## config.mk

```make
export PLATFORM = sky130hd
export DESIGN_NAME = uframe_sof_top
export DESIGN_NICKNAME = d
export VERILOG_FILES = /design/src/rtl/mfidx_pkg.sv /design/src/rtl/uf_index_ctr.sv /design/src/rtl/sof_shadow_ctr.sv /design/src/rtl/flist_offset.sv /design/src/rtl/uframe_sof_top.sv
export SDC_FILE = /design/constraint.sdc
export NUM_CORES = 1
export LEC_CHECK = 0
export BUFFER_PORTS_ARGS = -buffer_cell sky130_fd_sc_hd__buf_2
export CAP_MARGIN = 10
export CORE_ASPECT_RATIO = 1.5
export CORE_MARGIN = 2
export CORE_UTILIZATION = 31
export DETAILED_ROUTE_END_ITERATION = 6
export PLACE_DENSITY = 0.62
export SETUP_SLACK_MARGIN = 0.1
export SKIP_LAST_GASP = 1
export SLEW_MARGIN = 20
export SYNTH_ARGS = -nofsm -noshare
export SYNTH_HDL_FRONTEND = slang
export SYNTH_SLANG_ARGS = --single-unit
export TNS_END_PERCENT = 20
```

## constraint.sdc

```tcl
create_clock -name clk -period 3.1 [get_ports clk]
set_clock_uncertainty 0.2 [all_clocks]
set_input_delay 0 -clock clk [delete_from_list [all_inputs] [get_ports clk]]
set_output_delay 0 -clock clk [all_outputs]
set_load 0.05 [all_outputs]
```

## src/rtl/mfidx_pkg.sv

```systemverilog
package mfidx_pkg;

    localparam int IDX_W = 14;
    localparam int SOF_W = IDX_W - 3;
    localparam int OFF_W = IDX_W - 4;

    typedef logic [IDX_W-1:0] uf_idx_t;
    typedef logic [SOF_W-1:0] sof_num_t;
    typedef logic [OFF_W-1:0] list_off_t;

    typedef enum logic [1:0] {
        LSZ_1024 = 2'b00,
        LSZ_512  = 2'b01,
        LSZ_256  = 2'b10,
        LSZ_RSVD = 2'b11
    } list_size_e;

    typedef struct packed {
        logic    load;
        uf_idx_t data;
    } idx_wr_t;

    // number of offset bits kept for a size code (log2 of entry count)
    function automatic int unsigned entry_bits(input list_size_e sz);
        case (sz)
            LSZ_512: return 9;
            LSZ_256: return 8;
            default: return 10;
        endcase
    endfunction

    function automatic list_off_t entry_mask(input list_size_e sz);
        list_off_t m;
        for (int b = 0; b < OFF_W; b++) begin
            m[b] = (b < entry_bits(sz));
        end
        return m;
    endfunction

endpackage

```

## src/rtl/uf_index_ctr.sv

```systemverilog
module uf_index_ctr
    import mfidx_pkg::*;
#(
    parameter int W = IDX_W
) (
    input  logic         clk,
    input  logic         rst,
    input  logic         tick_i,
    input  logic         run_i,
    input  idx_wr_t      wr_i,
    output logic [W-1:0] idx_o,
    output logic         step_o
);
    logic [W-1:0] idx_q;

    // a write always beats a tick in the same cycle
    assign step_o = tick_i & run_i & ~wr_i.load;

    always_ff @(posedge clk) begin
        if (rst)
            idx_q <= '0;
        else if (wr_i.load)
            idx_q <= wr_i.data[W-1:0];
        else if (step_o)
            idx_q <= idx_q + 1'b1;
    end

    assign idx_o = idx_q;

    AST_IDX_RST_CLR: assert property (@(posedge clk) rst |=> idx_q == '0);
    AST_IDX_STEP: assert property (@(posedge clk) disable iff (rst)
        (tick_i && run_i && !wr_i.load) |=> idx_q == W'($past(idx_q) + 1'b1));
    AST_IDX_HOLD: assert property (@(posedge clk) disable iff (rst)
        (!run_i && !wr_i.load) |=> $stable(idx_q));
    AST_IDX_LOAD: assert property (@(posedge clk) disable iff (rst)
        wr_i.load |=> idx_q == $past(wr_i.data[W-1:0]));

endmodule

```

## src/rtl/sof_shadow_ctr.sv

```systemverilog
module sof_shadow_ctr
    import mfidx_pkg::*;
#(
    parameter int IW = IDX_W,
    parameter int SW = IW - 3
) (
    input  logic          clk,
    input  logic          rst,
    input  logic          step_i,
    input  logic [2:0]    idx_low_i,
    input  idx_wr_t       wr_i,
    output logic [SW-1:0] sof_o
);
    logic [SW-1:0] sof_q;
    logic          bump;

    // low bits about to go 000 -> 001
    assign bump = step_i && (idx_low_i == 3'b000);

    always_ff @(posedge clk) begin
        if (rst)
            sof_q <= '0;
        else if (wr_i.load)
            sof_q <= wr_i.data[IW-1:3];
        else if (bump)
            sof_q <= sof_q + 1'b1;
    end

    assign sof_o = sof_q;

    AST_SOF_RST_CLR: assert property (@(posedge clk) rst |=> sof_q == '0);
    AST_SOF_ADV: assert property (@(posedge clk) disable iff (rst)
        (step_i && idx_low_i == 3'b000) |=> sof_q == SW'($past(sof_q) + 1'b1));
    AST_SOF_KEEP: assert property (@(posedge clk) disable iff (rst)
        (!wr_i.load && !(step_i && idx_low_i == 3'b000)) |=> $stable(sof_q));
    AST_SOF_LOAD: assert property (@(posedge clk) disable iff (rst)
        wr_i.load |=> sof_q == $past(wr_i.data[IW-1:3]));

endmodule

```

## src/rtl/flist_offset.sv

```systemverilog
module flist_offset
    import mfidx_pkg::*;
#(
    parameter int IW = IDX_W,
    parameter int OW = IW - 4
) (
    input  logic          clk,
    input  logic          rst,
    input  logic [IW-1:0] idx_i,
    input  logic [1:0]    size_i,
    output logic [OW-1:0] off_o
);
    list_size_e sz;
    list_off_t  mask;
    logic [OW-1:0] raw;

    assign sz   = list_size_e'(size_i);
    assign mask = entry_mask(sz);

    generate
        for (genvar g = 0; g < OW; g++) begin : g_bit
            assign raw[g]   = idx_i[g+3];
            assign off_o[g] = raw[g] & mask[g];
        end
    endgenerate

    AST_OFF_512: assert property (@(posedge clk) disable iff (rst)
        (size_i == 2'b01) |-> (off_o[OW-1] == 1'b0 && off_o[OW-2:0] == idx_i[OW+1:3]));
    AST_OFF_256: assert property (@(posedge clk) disable iff (rst)
        (size_i == 2'b10) |-> (off_o[OW-1:OW-2] == 2'b00));
    AST_OFF_FULL: assert property (@(posedge clk) disable iff (rst)
        (size_i == 2'b00 || size_i == 2'b11) |-> off_o == idx_i[OW+2:3]);

endmodule

```

## src/rtl/uframe_sof_top.sv

```systemverilog
module uframe_sof_top
    import mfidx_pkg::*;
(
    input  logic        clk,
    input  logic        rst,
    input  logic        tick_i,
    input  logic        run_i,
    input  logic        wr_en_i,
    input  logic [13:0] wr_data_i,
    input  logic [1:0]  fls_i,
    output logic [13:0] uf_index_o,
    output logic [10:0] sof_frame_o,
    output logic [9:0]  list_off_o
);
    idx_wr_t wr;
    logic    step;

    assign wr.load = wr_en_i;
    assign wr.data = wr_data_i;

    uf_index_ctr #(.W(IDX_W)) u_idx (
        .clk(clk), .rst(rst), .tick_i(tick_i), .run_i(run_i),
        .wr_i(wr), .idx_o(uf_index_o), .step_o(step)
    );

    sof_shadow_ctr #(.IW(IDX_W)) u_sof (
        .clk(clk), .rst(rst), .step_i(step), .idx_low_i(uf_index_o[2:0]),
        .wr_i(wr), .sof_o(sof_frame_o)
    );

    flist_offset #(.IW(IDX_W)) u_off (
        .clk(clk), .rst(rst), .idx_i(uf_index_o), .size_i(fls_i),
        .off_o(list_off_o)
    );

    AST_TICK_DROPPED: assert property (@(posedge clk) disable iff (rst)
        (wr_en_i && tick_i && run_i) |=> sof_frame_o == $past(wr_data_i[13:3]));

endmodule

```

Word-level counts from Yosys, hierarchy flattened --
Cells that the tools add are included.
Storage, ports and cells: register bits 25, input port bits 21, output and inout bits 35
Cells by class: multiplexer cells 5, add/sub/neg operators 2, reduce and logical (&&, ||, !) cells 4, bitwise logic cells 13, equal/unequal tests 2, magnitude comparators 10
Operators by type and width (count):
- 14-bit 2-to-1 mux | 2
- 11-bit 2-to-1 mux | 2
- 3-bit by 4-bit < comparator with 1-bit output (first input constant) | 4
- 14-bit by 1-bit adder with 14-bit output (second input constant) | 1
- 1-bit AND | 12
- 11-bit by 1-bit adder with 11-bit output (second input constant) | 1
- 1-bit by 4-bit < comparator with 1-bit output (first input constant) | 2
- 2-bit by 4-bit < comparator with 1-bit output (first input constant) | 2
- 4-bit < comparator (first input constant) | 2
- 2-bit case mux with 2 select lines | 1
- 2-bit nonzero test | 2
- 3-bit logical NOT | 1
- 2-bit by 1-bit equality test with 1-bit output (second input constant) | 1
- 2-bit equality test (second input constant) | 1
- 1-bit logical AND | 1
- 1-bit inverter | 1

Logic depth before layout (Yosys ltp) --
depth after elaboration 5, gate-level depth with buffers 7

Cells and area by module --
A second synthesis with hierarchy kept.
Unflattened totals: cells, all modules 192, area, all modules 1622.8 µm²
Modules (own cells, without submodules):
- uf_index_ctr | cells each 101, area an instance 892.1 µm², times used 1
- sof_shadow_ctr | cells each 79, area an instance 634.4 µm², times used 1
- flist_offset | cells each 12, area an instance 96.3 µm², times used 1

Worst setup path before layout --
OpenSTA, ideal clock, no wires.
path type reg-to-reg, from reg u_idx.idx_q[0], in the netlist u_idx.idx_o[0], to reg u_sof.sof_q[4], in the netlist u_sof.sof_o[4], period minus slack after synthesis 2.092 ns, library setup time 0.133 ns, data required time 2.767 ns, slack 1.008 ns, cell stages (with the launch flop) 8, arrival time 1.759 ns, path buffers 1, cells stage by stage dfxtp_1 > inv_1 > ha_1 > and4b_2 > buf_2 > a41o_1 > o21ai_0 > a21boi_1
Between the ends: cells in the longest elaborated chain, start to end 3
RTL lines:
- start: declaration | line uf_index_ctr.sv:14 | logic [W-1:0] idx_q;
- start signal: assignment | line uf_index_ctr.sv:23 | idx_q <= wr_i.data[W-1:0];
- start signal: assignment | line uf_index_ctr.sv:25 | idx_q <= idx_q + 1'b1;
- 3-bit logical NOT | line sof_shadow_ctr.sv:18 | assign bump = step_i && (idx_low_i == 3'b000);
- 1-bit logical AND | line sof_shadow_ctr.sv:18
- 2-bit nonzero test (no source line)
- end signal: assignment | line sof_shadow_ctr.sv:24 | sof_q <= wr_i.data[IW-1:3];
- end signal: assignment | line sof_shadow_ctr.sv:26 | sof_q <= sof_q + 1'b1;
- end: declaration | line sof_shadow_ctr.sv:14 | logic [SW-1:0] sof_q;
No other way between the ends. A chain may end at the register's enable or synchronous reset.

Worst setup path after layout --
from in wr_en_i, to reg u_idx.idx_q[0], in the netlist u_idx.idx_o[0]
Between the ends: cells in the longest elaborated chain, start to end 3, elaborated cells between the ends (all ways) 4, those cells by class 1 x mux; 2 x bitwise; 1 x reduce/logical
RTL lines:
- start: declaration | line uframe_sof_top.sv:8 | input logic wr_en_i,
- 1-bit inverter | line uf_index_ctr.sv:17 | assign step_o = tick_i & run_i & ~wr_i.load;
- 1-bit AND | line uf_index_ctr.sv:17
- 2-bit nonzero test (no source line)
Parallel ways exist; a longest one is shown, timed or not.

==> results.md <==
* Worst hold endpoint: u_idx.idx_o[6]$_SDFFE_PP0P_
* Unrepaired setup endpoints after global routing: no
* CP startpoint kind: input pin
* Hold Fails Final Rpt at 0
* Sum Neg Setup Slack at 0 ns
* Post-synthesis cell area at 1494 um^2
* FF+latch count, synth at 25
* Worst reg2reg endpoint: u_idx.idx_o[2]$_SDFFE_PP0P_
* Tot GR Track Use at 14.55%
* Leading cell types by count after synthesis: 25 x dfxtp_1, 20 x inv_1, 18 x xnor2_1, 11 x a21boi_1, 11 x a21oi_1
* Final non-filler cell total at 296
* Die width at 60.68 um
* Reg2Reg Depth at 6
* Die Area at 5402 um^2
* Core Region at 4579 um^2
* Routed WL at 3855 um
* Logic pwr share at 31.1%
* Final #Nets at 258
* Initial antenna violation count at 0
* MaxCap Viol Count at 0
* Total power at 833.1 uW
* Setup crit end kind: register
* Filler cells at 476
* Die Y at 89.02 um
* Area of the multi-input gates at 834.6 um^2
* Worst path arrival time at 2.51 ns
* Ports at 56
* Setup Buffers After CTS at 0
* Max IR drop VDD at 0.2391 mV
* CP bufs+invs at 4
* Switching portion of total power at 37.58%
* Layout area overhead at 33.50%
* Clock Latency Late Sink at 0.27 ns
* Reg2reg start: u_idx.idx_o[1]$_SDFFE_PP0P_
* Placed Cells at 274
* Synth Instances at 168
* First-pass GRT wire length at 5927 um
* # port buffers at 55
* Slew headroom at 49.93%
* Starting density of the core at 32.62%
* Synth area leaders: dfxtp_1 34%, xnor2_1 11%, a21boi_1 5.5%, inv_1 5.0%, nor4_2 5.0%
* Final period util at 80.45%
* Synthesized area per cell at 8.892 um^2
* Vias at 1367
* Largest net degree at the start of global routing at 27
* Clk pwr share at 23.7%
* Syn_nets at 193
* P_sw at 313.0 uW
* Root Driver: clkbuf_8
* Clock transition at path regs at 0.09 ns
* Number of CTS-inserted buffers at 3
* Top-area cell type share of the netlist area at 33.50%
* Worst-Margin Slew at 0.7464 ns
* Total power divided by cell area at 417.7 nW/um^2
* LEAKAGE at 0.8676 nW
* Post-layout min period at 2.494 ns
* CP cell instances: dlygate4sd3_1 -> buf_2 -> clkinv_1 -> a211oi_1 -> dlygate4sd3_1
* Main flop type after synthesis: dfxtp_1
* Async SR Flop Fraction at 0%
* Global route overflow at 0
* CTS H-tree lvls at 1
* Leading area contributor after synthesis: dfxtp_1
* Detailed Route Iter0 Violations at 39
* Hold depth at 3
* Share of cells above drive strength 1 at 30.60%
* Sequential power share at 45.2%
* Number of synthesized flops with an enable pin at 0
* FF+latch area at 500.5 um^2
* R2r setup slk at 1.11 ns
* Slowest cell on crit path: clkinv_1
* Worst path most repeated cell: dlygate4sd3_1
* Cell variety after synth at 34
* Status: complete, no violations
* Worst min path class: in2reg
* CTS tree: built
* Internal at 520.0 uW
* Delay-heaviest family, CP: buffers and inverters
* # resized after CTS at 0
* Kind of critical path: in2reg
* Sequential-to-total area share from yosys stat at 33.50%
* Hold path startpoint: rst
* Fmax at 401.0 MHz
* Top-count cell post-synth: dfxtp_1
* Final Max Tran Viols at 0
* Ant. Diodes at 0
* HPWL after detailed placement at 2797 um
* DRC errors left at 0
* DR WL/cell at 13.02 um
* CP required at 3.11 ns
* Via count of the first global-routing pass at 1253
* Slowest stage delay, CP at 0.65 ns
* Initial DRT Pass Iterations at 4
* Post-DR vias/cell at 4.618
* CTS Buffer Depth at 2
* Yosys warnings at 0
* Crit path max fanout at 26
* Gpl congestion at 0.7157
* Cell Rows at 30
* Clock Sink Count at 25
* # setup viols final at 0
* Post-DRT Antenna Nets at 0
==> routing by layer <==
| layer | global-route usage (%) | vias up | routed length, um | part of all wire [%] |
|---|---|---|---|---|
| met5 | 0 | - | 0 | 0 |
| met4 | 4.743 | 0 | 38 | 0.99 |
| met3 | 1.881 | 2 | 118 | 3.1 |
| met2 | 26.98 | 36 | 2100 | 54 |
| met1 | 16.70 | 631 | 1597 | 41 |
| li1 | - | 698 | - | - |
==> registers in the layout, summed over array words and instances (netlist names) <==
| register | flops |
|---|---|
| u_idx.idx_o | 14 |
| u_sof.sof_o | 11 |
==> tightest hold or removal path: cells and delay by family <==
| kind | cells | cell delay [ns] |
|---|---|---|
| buffers and inverters | 1 | 0.26 |
| AO/OA/AOI/OAI | 2 | 0.21 |
==> worst max-delay path by stage <==
stage                                      from                          end  slack, ns  depth (start not counted)
CTS                                     wr_en_i  u_idx.idx_o[0]$_SDFFE_PP0P_       0.69                          6
global route                            wr_en_i  u_idx.idx_o[0]$_SDFFE_PP0P_       0.50                          5
floorplan           u_idx.idx_o[0]$_SDFFE_PP0P_  u_sof.sof_o[4]$_SDFFE_PP0P_       1.01                          7
global placement    u_sof.sof_o[1]$_SDFFE_PP0P_  u_sof.sof_o[6]$_SDFFE_PP0P_       1.38                          5
finish                                  wr_en_i  u_idx.idx_o[0]$_SDFFE_PP0P_       0.61                          5
detailed placement  u_sof.sof_o[0]$_SDFFE_PP0P_  u_sof.sof_o[8]$_SDFFE_PP0P_       1.32                          5
==> cells in the final DEF, fill, tap and decap left out, drive strengths merged <==
cell / n
nor4: 9
nand4: 6
dlygate4sd3: 18
a21oi: 11
a41o: 1
o21a: 1
a211oi: 1
nand2: 8
mux2i: 2
clkbuf: 4
nor3: 3
nor2: 7
or3: 1
inv: 20
and2: 1
and4b: 1
a311oi: 1
nor2b: 1
nand3: 6
nand4b: 1
dfxtp: 25
xor2: 4
clkinv: 1
xnor2: 18
ha: 4
o21ai: 1
buf: 55
a21boi: 21
==> stage by stage <==
stage               worst slack [ns]  area, um^2  hold slack (ns)  util (%)
floorplan                      1.008        1494         -0.05606         -
detailed placement             1.317        1769          0.04644     38.63
CTS                           0.6941        1994          0.02965     43.55
global placement               1.379        1769          0.03589     38.63
global route                  0.4972        1994          0.05093     43.55
finish                        0.6060        1994          0.03662     43.55
==> logic make-up (layout without fill, tap and decap cells) <==
group | Yosys count | in the layout | share of synthesized area, %
muxes | 2 | 2 | 1.340
adders and majority gates | 4 | 4 | 3.350
DFF | 25 | 25 | 33.50
and+or+nand+nor | 44 | 44 | 20.94
AOI/OAI and AO/OA | 37 | 37 | 17.34
xor gates and xnor gates | 22 | 22 | 12.90
buffers and inverters | 34 | 98 | 10.64
==> what timing repair did <==
action	4_1_cts	5_1_grt
hold buffers	18	0
endpoints found under the setup margin	0	0
hold endpoints to repair	25	0
==> layout make-up <==
cell class | instances | area share (%)
Clock buffer | 4 | 2.258
Inverter | 21 | 3.952
Multi-Input combinational cell | 109 | 41.84
Sequential cell | 25 | 25.09
Tap cell | 64 | 4.015
Timing Repair Buffer | 73 | 22.84
==> power by group through the flow <==
stage | logic, mW | registers, mW | clock network [mW]
after floorplan | 0.110 | 0.459 | 0
after global placement | 0.240 | 0.384 | 0
after detailed placement | 0.240 | 0.385 | 0
after CTS | 0.260 | 0.377 | 0.201
after global routing | 0.276 | 0.381 | 0.208
final | 0.259 | 0.377 | 0.198
No activity file was read; power rests on OpenSTA's default activity.
